File: src/rtl/mdio_mgmt_pkg.sv
package mdio_mgmt_pkg;

   localparam int PHY_AW     = 5;
   localparam int REG_AW     = 5;
   localparam int MDATA_W    = 16;
   localparam int FLD_REG_LO = 0;
   localparam int FLD_PHY_LO = 5;
   localparam int FLD_DIR    = 10;
   localparam int CTL_BUSY   = 0;
   localparam int CTL_EN     = 3;

   localparam logic [1:0] SOF_CODE = 2'b01;
   localparam logic [1:0] OP_RD    = 2'b10;
   localparam logic [1:0] OP_WR    = 2'b01;
   localparam logic [1:0] TA_CODE  = 2'b10;

   typedef struct packed {
      logic               rd;
      logic [PHY_AW-1:0]  phy;
      logic [REG_AW-1:0]  regn;
      logic [MDATA_W-1:0] wdata;
   } mdio_cmd_t;

endpackage

File: src/rtl/mdio_clk_div.sv
module mdio_clk_div #(
   parameter int MDC_HALF = 2
) (
   input  logic clk,
   input  logic rst_n,
   input  logic run,
   output logic mdc,
   output logic rise,
   output logic fall
);
   logic tick;
   logic mdc_q;

   generate
      if (MDC_HALF < 1) begin : g_bad
         $error("MDC_HALF must be at least 1");
      end
      if (MDC_HALF == 1) begin : g_fast
         assign tick = run;
      end else begin : g_cnt
         localparam int CW = $clog2(MDC_HALF);
         localparam logic [CW-1:0] RELOAD = CW'(MDC_HALF - 1);
         logic [CW-1:0] cnt_q;
         always_ff @(posedge clk) begin
            if (!rst_n || !run) begin
               cnt_q <= RELOAD;
            end else if (cnt_q == '0) begin
               cnt_q <= RELOAD;
            end else begin
               cnt_q <= cnt_q - 1'b1;
            end
         end
         assign tick = run && (cnt_q == '0);
      end
   endgenerate

   always_ff @(posedge clk) begin
      if (!rst_n || !run) begin
         mdc_q <= 1'b0;
      end else if (tick) begin
         mdc_q <= ~mdc_q;
      end
   end

   assign mdc  = mdc_q;
   assign rise = tick && !mdc_q;
   assign fall = tick && mdc_q;

endmodule

File: src/rtl/mdio_frame_engine.sv
module mdio_frame_engine
   import mdio_mgmt_pkg::*;
#(
   parameter int PREAMBLE = 32
) (
   input  logic               clk,
   input  logic               rst_n,
   input  logic               start,
   input  mdio_cmd_t          cmd,
   input  logic               rise,
   input  logic               fall,
   input  logic               mdio_i,
   output logic               busy,
   output logic               op_rd,
   output logic [$clog2(PREAMBLE+32)-1:0] bit_idx,
   output logic               mdio_o,
   output logic               mdio_oe,
   output logic [MDATA_W-1:0] rd_word
);
   localparam int LEN      = PREAMBLE + 32;
   localparam int IW       = $clog2(LEN);
   localparam int TA_POS   = PREAMBLE + 14;
   localparam int DATA_POS = PREAMBLE + 16;
   localparam logic [IW-1:0] LAST = IW'(LEN - 1);

   generate
      if (PREAMBLE < 1) begin : g_bad
         $error("PREAMBLE must be at least 1");
      end
   endgenerate

   logic [LEN-1:0]     frame_q;
   logic [MDATA_W-1:0] shift_q;
   logic [IW-1:0]      idx_nxt;

   assign idx_nxt = bit_idx + 1'b1;

   always_ff @(posedge clk) begin
      if (!rst_n) begin
         busy    <= 1'b0;
         op_rd   <= 1'b0;
         bit_idx <= '0;
         frame_q <= '0;
         mdio_oe <= 1'b0;
         shift_q <= '0;
         rd_word <= '0;
      end else if (start && !busy) begin
         busy    <= 1'b1;
         op_rd   <= cmd.rd;
         bit_idx <= '0;
         frame_q <= {{PREAMBLE{1'b1}}, SOF_CODE, (cmd.rd ? OP_RD : OP_WR),
                     cmd.phy, cmd.regn, TA_CODE, cmd.wdata};
         mdio_oe <= 1'b1;
      end else if (busy) begin
         if (rise && op_rd && (bit_idx >= IW'(DATA_POS))) begin
            shift_q <= {shift_q[MDATA_W-2:0], mdio_i};
         end
         if (fall) begin
            if (bit_idx == LAST) begin
               busy    <= 1'b0;
               mdio_oe <= 1'b0;
               if (op_rd) begin
                  rd_word <= shift_q;
               end
            end else begin
               bit_idx <= idx_nxt;
               frame_q <= {frame_q[LEN-2:0], 1'b0};
               mdio_oe <= !op_rd || (idx_nxt < IW'(TA_POS));
            end
         end
      end
   end

   assign mdio_o = busy ? frame_q[LEN-1] : 1'b1;

endmodule

File: src/rtl/mdio_regs.sv
module mdio_regs
   import mdio_mgmt_pkg::*;
#(
   parameter int ADDR_W    = 12,
   parameter int DATA_W    = 32,
   parameter int HAS_MDIO  = 1,
   parameter logic [ADDR_W-1:0] OFS_ADDR  = ADDR_W'('h7E4),
   parameter logic [ADDR_W-1:0] OFS_WDATA = ADDR_W'('h7E8),
   parameter logic [ADDR_W-1:0] OFS_RDATA = ADDR_W'('h7EC),
   parameter logic [ADDR_W-1:0] OFS_CTRL  = ADDR_W'('h7F0)
) (
   input  logic               clk,
   input  logic               rst_n,
   input  logic [ADDR_W-1:0]  bus_addr,
   input  logic               bus_wr,
   input  logic [DATA_W-1:0]  bus_wdata,
   output logic [DATA_W-1:0]  bus_rdata,
   input  logic               busy,
   input  logic [MDATA_W-1:0] rd_word,
   output mdio_cmd_t          cmd,
   output logic               start,
   output logic               en_q
);
   localparam int AREG_W = FLD_DIR + 1;

   generate
      if (DATA_W < 16) begin : g_bad_w
         $error("DATA_W must hold at least 16 bits");
      end
   endgenerate

   logic [AREG_W-1:0]  areg_q;
   logic [MDATA_W-1:0] wreg_q;
   logic               wr_ctrl;
   logic               en_wr;

   assign wr_ctrl = bus_wr && (bus_addr == OFS_CTRL);

   generate
      if (HAS_MDIO != 0) begin : g_en
         assign en_wr = bus_wdata[CTL_EN];
         always_ff @(posedge clk) begin
            if (!rst_n) begin
               en_q <= 1'b0;
            end else if (wr_ctrl) begin
               en_q <= en_wr;
            end
         end
      end else begin : g_no_en
         assign en_wr = 1'b0;
         assign en_q  = 1'b0;
      end
   endgenerate

   always_ff @(posedge clk) begin
      if (!rst_n) begin
         areg_q <= '0;
         wreg_q <= '0;
      end else if (bus_wr) begin
         if (bus_addr == OFS_ADDR) begin
            areg_q <= bus_wdata[AREG_W-1:0];
         end
         if (bus_addr == OFS_WDATA) begin
            wreg_q <= bus_wdata[MDATA_W-1:0];
         end
      end
   end

   assign start = wr_ctrl && bus_wdata[CTL_BUSY] && en_wr && !busy;

   assign cmd.rd    = areg_q[FLD_DIR];
   assign cmd.phy   = areg_q[FLD_PHY_LO +: PHY_AW];
   assign cmd.regn  = areg_q[FLD_REG_LO +: REG_AW];
   assign cmd.wdata = wreg_q;

   always_comb begin
      bus_rdata = '0;
      if (bus_addr == OFS_ADDR) begin
         bus_rdata = DATA_W'(areg_q);
      end else if (bus_addr == OFS_WDATA) begin
         bus_rdata = DATA_W'(wreg_q);
      end else if (bus_addr == OFS_RDATA) begin
         bus_rdata = DATA_W'(rd_word);
      end else if (bus_addr == OFS_CTRL) begin
         bus_rdata[CTL_BUSY] = busy;
         bus_rdata[CTL_EN]   = en_q;
      end
   end

endmodule

File: src/rtl/mdio_mgmt_master.sv
module mdio_mgmt_master
   import mdio_mgmt_pkg::*;
#(
   parameter int ADDR_W   = 12,
   parameter int DATA_W   = 32,
   parameter int MDC_HALF = 2,
   parameter int PREAMBLE = 32,
   parameter int HAS_MDIO = 1
) (
   input  logic              clk,
   input  logic              rst_n,
   input  logic [ADDR_W-1:0] bus_addr,
   input  logic              bus_wr,
   input  logic [DATA_W-1:0] bus_wdata,
   output logic [DATA_W-1:0] bus_rdata,
   output logic              mdc,
   output logic              mdio_o,
   output logic              mdio_oe,
   input  logic              mdio_i
);
   localparam int IW = $clog2(PREAMBLE + 32);

   mdio_cmd_t          reg_cmd;
   logic               reg_start;
   logic               reg_en;
   logic               eng_busy;
   logic               eng_rd;
   logic [IW-1:0]      eng_idx;
   logic [MDATA_W-1:0] eng_word;
   logic               div_rise;
   logic               div_fall;

   mdio_regs #(
      .ADDR_W   (ADDR_W),
      .DATA_W   (DATA_W),
      .HAS_MDIO (HAS_MDIO)
   ) u_regs (
      .clk       (clk),
      .rst_n     (rst_n),
      .bus_addr  (bus_addr),
      .bus_wr    (bus_wr),
      .bus_wdata (bus_wdata),
      .bus_rdata (bus_rdata),
      .busy      (eng_busy),
      .rd_word   (eng_word),
      .cmd       (reg_cmd),
      .start     (reg_start),
      .en_q      (reg_en)
   );

   mdio_clk_div #(
      .MDC_HALF (MDC_HALF)
   ) u_div (
      .clk   (clk),
      .rst_n (rst_n),
      .run   (eng_busy),
      .mdc   (mdc),
      .rise  (div_rise),
      .fall  (div_fall)
   );

   mdio_frame_engine #(
      .PREAMBLE (PREAMBLE)
   ) u_eng (
      .clk     (clk),
      .rst_n   (rst_n),
      .start   (reg_start),
      .cmd     (reg_cmd),
      .rise    (div_rise),
      .fall    (div_fall),
      .mdio_i  (mdio_i),
      .busy    (eng_busy),
      .op_rd   (eng_rd),
      .bit_idx (eng_idx),
      .mdio_o  (mdio_o),
      .mdio_oe (mdio_oe),
      .rd_word (eng_word)
   );

endmodule

File: config.mk
export PLATFORM = sky130hd
export DESIGN_NAME = mdio_mgmt_master
export DESIGN_NICKNAME = d
export VERILOG_FILES = /design/src/rtl/mdio_mgmt_pkg.sv /design/src/rtl/mdio_clk_div.sv /design/src/rtl/mdio_frame_engine.sv /design/src/rtl/mdio_regs.sv /design/src/rtl/mdio_mgmt_master.sv
export SDC_FILE = /design/constraint.sdc
export NUM_CORES = 1
export LEC_CHECK = 0
export BUFFER_PORTS_ARGS = -buffer_cell sky130_fd_sc_hd__buf_4
export CORE_ASPECT_RATIO = 0.5
export CORE_MARGIN = 2
export CORE_UTILIZATION = 52
export CTS_CLUSTER_DIAMETER = 30
export CTS_CLUSTER_SIZE = 12
export DETAILED_ROUTE_END_ITERATION = 6
export PLACE_DENSITY = 0.86
export RECOVER_POWER = 100
export SETUP_SLACK_MARGIN = 0.1
export SKIP_LAST_GASP = 1
export SLEW_MARGIN = 20
export SYNTH_ARGS = -nofsm -noshare
export SYNTH_HDL_FRONTEND = slang
export SYNTH_SLANG_ARGS = --single-unit
File: constraint.sdc
create_clock -name clk -period 2.5 [get_ports clk]
set_input_delay 0.375 -clock clk [delete_from_list [all_inputs] [get_ports clk]]
set_output_delay 0.375 -clock clk [all_outputs]
set_load 0.03 [all_outputs]
==> Yosys cells after proc, flatten, opt, wreduce, memory -nomap -nowiden <==
Cells that the tools add are included.
{ "word_totals": {"inputBits": 48, "reg_bits": 135, "output_inout_bits": 35} }
{ "op_classes": {"n_reduce_logical": 27, "magnitude_cmp": 2, "n_eq_ne": 6, "n_addsub": 2, "n_mux": 22, "n_bitwise": 5} }
{ "op_table": {"columns": ["cell", "count"], "rows": [
  ["$mux 64", 4],
  ["$mux 32", 2],
  ["$eq 12x11->1 const B", 4],
  ["$mux 1", 13],
  ["$mux 12", 1],
  ["$logic_and 1x1->1", 10],
  ["$reduce_and 3->1", 3],
  ["$add 6x1->6 const B", 1],
  ["$eq 6x6->1 const B", 1],
  ["$ge 6x6->1 const B", 1],
  ["$lt 6x6->1 const B", 1],
  ["$reduce_and 2->1", 3],
  ["$not 1->1", 5],
  ["$reduce_and 5->1", 1],
  ["$logic_not 1->1", 4],
  ["$mux 2", 2],
  ["$reduce_bool 2->1", 2],
  ["$reduce_or 2->1", 2],
  ["$logic_or 1x1->1", 2],
  ["$ne 2x1->1 const B", 1],
  ["$sub 1x1->1 const B", 1]
]} }

==> Longest topological paths before layout <==
{ "logic_depth": {"depth_word": 8, "ltp_mapped": 8, "mapped_depth_nobuf": 6} }

==> Hierarchy <==
Synthesis repeated with hierarchy kept, for this count alone.
{ "unflattened": {"cells_unflattened": 658, "hier_area_um2": 6044.5} }
{ "modules_own_cells": {"columns": ["module", "n_inst", "cells_each", "area_per_inst_um2", "seq_area_each_um2"], "rows": [
  ["mdio_frame_engine", 1, 457, 4280.4, 2102.0],
  ["mdio_regs", 1, 194, 1686.6, 560.5],
  ["mdio_clk_div", 1, 7, 77.6, 40.0]
]} }

==> Worst setup path after synthesis <==
OpenSTA, ideal clock, no wires.
{ "synth_path": {"kind": "input-to-output", "start": "input port bus_addr[0]", "end": "output port bus_rdata[10]", "path_buffers": 1, "arrival_time_ps": 2043, "path_stages": 4, "setup_slack_ps": 82, "cell_sequence": "nand4bb_4 or4_4 clkbuf_1 o21ai_0"} }
{ "synth_between": {"elab_chain_len": 4, "elab_cells_between_ends": 6} }
{ "synth_rtl": {"columns": ["item", "line", "text"], "rows": [
  ["from (decl)", "mdio_mgmt_master.sv:12", "input logic [ADDR_W-1:0] bus_addr,"],
  ["$eq 12x11->1", "mdio_regs.sv:82", "end else if (bus_addr == OFS_RDATA) begin"],
  ["$mux 12", "mdio_regs.sv:82", null],
  ["$mux 32", "mdio_regs.sv:80", "end else if (bus_addr == OFS_WDATA) begin"],
  ["$mux 32 (*)", "mdio_regs.sv:78", "if (bus_addr == OFS_ADDR) begin"],
  ["to (decl)", "mdio_mgmt_master.sv:15", "output logic [DATA_W-1:0] bus_rdata,"]
]} }
Every way passes the cells marked *; elsewhere a longest branch is shown, timed or not.

==> Worst setup path in the final report <==
{ "layout_path": {"start": "input port bus_addr[3]", "end": "output port bus_rdata[4]"} }
The elaborated chain is that of the path after synthesis.

==> out/qor.tcl <==
set qor(run_status) {complete, no violations}
set qor(synth_top_area_share_pct) 47.3
set qor(timing.critical_path.from_type) {primary input}
set qor(ys_async_sr_fraction_pct) 0
set qor(synth-edff-count) 0
set qor(groute.usage.overall_pct) 22.7
set qor(most_area_consuming_cells_after_synthesis) {sky130_fd_sc_hd__dfxtp_1 47%, sky130_fd_sc_hd__nand2_1 9.5%, sky130_fd_sc_hd__mux2i_1 8.6%, sky130_fd_sc_hd__a31oi_1 4.5%, sky130_fd_sc_hd__a22oi_1 3.2%}
set qor(worstSkewPairLatency_ns) 0.41
set qor(numnets_final) 736
set qor(yosys.cell_types.count) 40
set qor(core_um2) 10400
set qor(r2r_start) {u_eng.busy}
set qor(timing.fmax_mhz) 415
set qor(numCtsBuffers) 17
set qor(timing_max_transition_violations_final) 0
set qor(avgSynthCellArea_um2) 8.71
set qor(cts.root.buffer_cell) {sky130_fd_sc_hd__clkbuf_16}
set qor(floorplan.io_pins) 83
set qor(max-cap-violations) 0
set qor(pwr_cell_area_nw_per_um2) 776
set qor(worst_ir_drop_vdd_v) 0.000471
set qor(numPlacedInstances) 808
set qor(cts.repair.resized) 0
set qor(synth_sequential_area_ratio_pct) 47.3
set qor(syn2layout_area_growth_pct) 16.5
set qor(hold_path_end) {u_eng.shift_q[0]}
set qor(synth_ff_type) {sky130_fd_sc_hd__dfxtp_1}
set qor(slew_worst_pin_ns) 0.863
set qor(final_layout_size_suffix_gt1_share_pct) 15.3
set qor(cts.clk_slew.worst_paths_ns) 0.06
set qor(worstReg2RegEnd) {u_eng.frame_q[24]}
set qor(sum_of_internal_switching_and_leakage_power_mw) 5.17
set qor(initial_utilization_pct) 54.7
set qor(clock_sinks) 135
set qor(routed_wire_length_per_instance_um) 15.9
set qor(fin_skew_ns) 0.00448
set qor(worstHoldStart) {mdio_i}
set qor(die-width_um) 152
set qor(postSynthRegisterBits) 135
set qor(routabilityCongestion) 0.861
set qor(post_cts_buffers) 0
set qor(postLayoutSetupSlackWorst_ns) 0.0920
set qor(cts_tree) {yes}
set qor(synth_area_um2) 5710
set qor(grt_remaining_overflow) 0
set qor(hp-class) {primary input to register}
set qor(clock_path_buffers) 2
set qor(grt_setup_unrepaired) {no}
set qor(detailedRoute.firstIterationViolations) 571
set qor(critical_path_required_ns) 2.12
set qor(hold_buf_count_cts) 0
set qor(vias_in_the_first_global_route) 4346
set qor(route.antenna.remaining_nets) 0
set qor(port_buffers) 50
set qor(whs_path_depth) 3
set qor(detail_route.first_pass.iterations) 5
set qor(diodes) 0
set qor(dr_total_vias) 4814
set qor(drc_errors) 0
set qor(ys.warnings.count) 0
set qor(via_per_inst) 5.73
set qor(worstSetupEndpointType) {output pin}
set qor(final-instance-count-excl-fill) 840
set qor(post-route-min-period_ns) 2.41
set qor(die_y_um) 78.1
set qor(finalHoldViolCount) 0
set qor(p_leak_nw) 2.30
set qor(max_slew_margin_pct) 42.4
set qor(finalWirelength_mm) 13.3
set qor(critPathMaxFanout) 10
set qor(fin_setup_tns_ns) 0
set qor(grt_max_degree) 48
set qor(dp_slack_ns) 0.0964
set qor(dpl.hpwl_mm) 7.87
set qor(synth_top_area_cell) {sky130_fd_sc_hd__dfxtp_1}
set qor(worst-setup-path-type) {primary input to output pin}
set qor(reg2reg_slack_ns) 0.21
set qor(rr_worst_depth) 6
set qor(postSynthCellCount) 656
set qor(global_route_wire_length_before_repair_mm) 21.8
set qor(row_count) 26
set qor(finalCritPeriodShare_pct) 96.3
set qor(antenna_found_initial) 0
set qor(timing.final.setup_violations) 0
set qor(cts_max_level) 4
set qor(worst_ep_arrival_time_ns) 2.03
set qor(die_outline_area_um2) 11900
## stage by stage
stage          hold WS, ns  instance area, µm²  util, %
6_report             0.200                6660     63.8
5_1_grt              0.212                6660     63.8
4_1_cts              0.193                6800     65.2
3_5_place_dp         0.448                6120     58.7
3_3_place_gp         0.437                6120     58.7
2_1_floorplan        0.422                5770        -
## cell type report
class                   instances  area (µm²)
clock buffers                  20         457
clock inverters                12         223
fillers                       817        3780
inverters                       2        7.51
multi-input cells             467        2660
flip-flops and latches        135        2700
well taps                     140         175
repair buffers                 64         435
## cells by family (layout without fill, tap and decap cells)
family	Yosys count	after routing	synth area share [%]
simple gates	257	257	21.4
compound gates	139	139	15.3
flops	135	135	47.3
buf+inv	69	98	6.33
mux	49	49	8.58
xor+xnor	5	5	0.767
fa+ha+maj	1	1	0.219
other cells	1	16	0.0656
## power breakdown
group	switching, mW	internal, mW
combinational	0.104	0.0521
sequential	0.0000706	2.15
clock	0.940	1.92
total	1.04	4.13
## critical path, stage by stage
cell,delay (ns)
sky130_fd_sc_hd__buf_4,0.14
sky130_fd_sc_hd__or3b_2,0.49
sky130_fd_sc_hd__nor4_4,0.42
sky130_fd_sc_hd__nand2_1,0.13
sky130_fd_sc_hd__o21ai_0,0.18
sky130_fd_sc_hd__clkbuf_2,0.28
## worst max path at each step
stage / start / endpoint / slack, ns
finish: bus_addr[3] / bus_rdata[4] / 0.09
global route: u_eng.bit_idx[0] / u_eng.frame_q[18] / 0.06
CTS: bus_addr[3] / bus_rdata[4] / 0.18
detailed placement: bus_addr[3] / u_regs.areg_q[7] / 0.1
global placement: bus_addr[0] / u_regs.wreg_q[0] / 0.13
floorplan: bus_addr[0] / bus_rdata[10] / 0.08
## cell usage after synthesis, types with 2 or more instances
cell type	count
sky130_fd_sc_hd__dfxtp_1	135
sky130_fd_sc_hd__nor2_1	44
sky130_fd_sc_hd__nand3_1	23
sky130_fd_sc_hd__nor4_1	2
sky130_fd_sc_hd__nand3_2	14
sky130_fd_sc_hd__buf_1	4
sky130_fd_sc_hd__o21ai_0	24
sky130_fd_sc_hd__xor2_1	3
sky130_fd_sc_hd__clkbuf_1	32
sky130_fd_sc_hd__xnor2_1	2
sky130_fd_sc_hd__and3_1	3
sky130_fd_sc_hd__and2_1	4
sky130_fd_sc_hd__a31oi_1	41
sky130_fd_sc_hd__o21ai_2	16
sky130_fd_sc_hd__buf_2	9
sky130_fd_sc_hd__mux2i_1	49
sky130_fd_sc_hd__nor3_1	4
sky130_fd_sc_hd__nand2_1	144
sky130_fd_sc_hd__nand2b_1	6
sky130_fd_sc_hd__nand3b_1	2
sky130_fd_sc_hd__buf_4	18
sky130_fd_sc_hd__a211oi_1	2
sky130_fd_sc_hd__o22ai_1	3
sky130_fd_sc_hd__nor2b_1	3
sky130_fd_sc_hd__a21oi_1	29
sky130_fd_sc_hd__buf_6	3
sky130_fd_sc_hd__a22oi_1	24
## per-layer routing
metal  track usage [%]  wire (µm)
met3              3.70        768
met1              30.0       6110
met5                 0          0
met2              37.9       6260
met4              8.50        206
## state kept, by name, indices dropped and copies added, names as in the netlist
register	flops
u_eng.mdio_oe	1
u_eng.shift_q	16
u_regs.en_q	1
u_eng.bit_idx	6
u_regs.wreg_q	16
u_div.mdc	1
u_eng.op_rd	1
u_regs.areg_q	11
u_eng.rd_word	16
u_div.g_cnt.cnt_q	1
u_eng.busy	1
u_eng.frame_q	64
## layout by cell type, fill, tap and decap left out, types with 16 or more instances in the layout
cell                        netlist  layout
sky130_fd_sc_hd__nand2_1        144     144
sky130_fd_sc_hd__dfxtp_1        135     135
sky130_fd_sc_hd__mux2i_1         49      49
sky130_fd_sc_hd__nor2_1          44      44
sky130_fd_sc_hd__a31oi_1         41      40
sky130_fd_sc_hd__nand3_1         23      34
sky130_fd_sc_hd__buf_4           18      34
sky130_fd_sc_hd__a21oi_1         29      29
sky130_fd_sc_hd__o21ai_0         24      26
sky130_fd_sc_hd__a22oi_1         24      24
sky130_fd_sc_hd__clkbuf_16        0      17
sky130_fd_sc_hd__conb_1           1      16
Note: power is estimated with default switching activity, not from simulation.
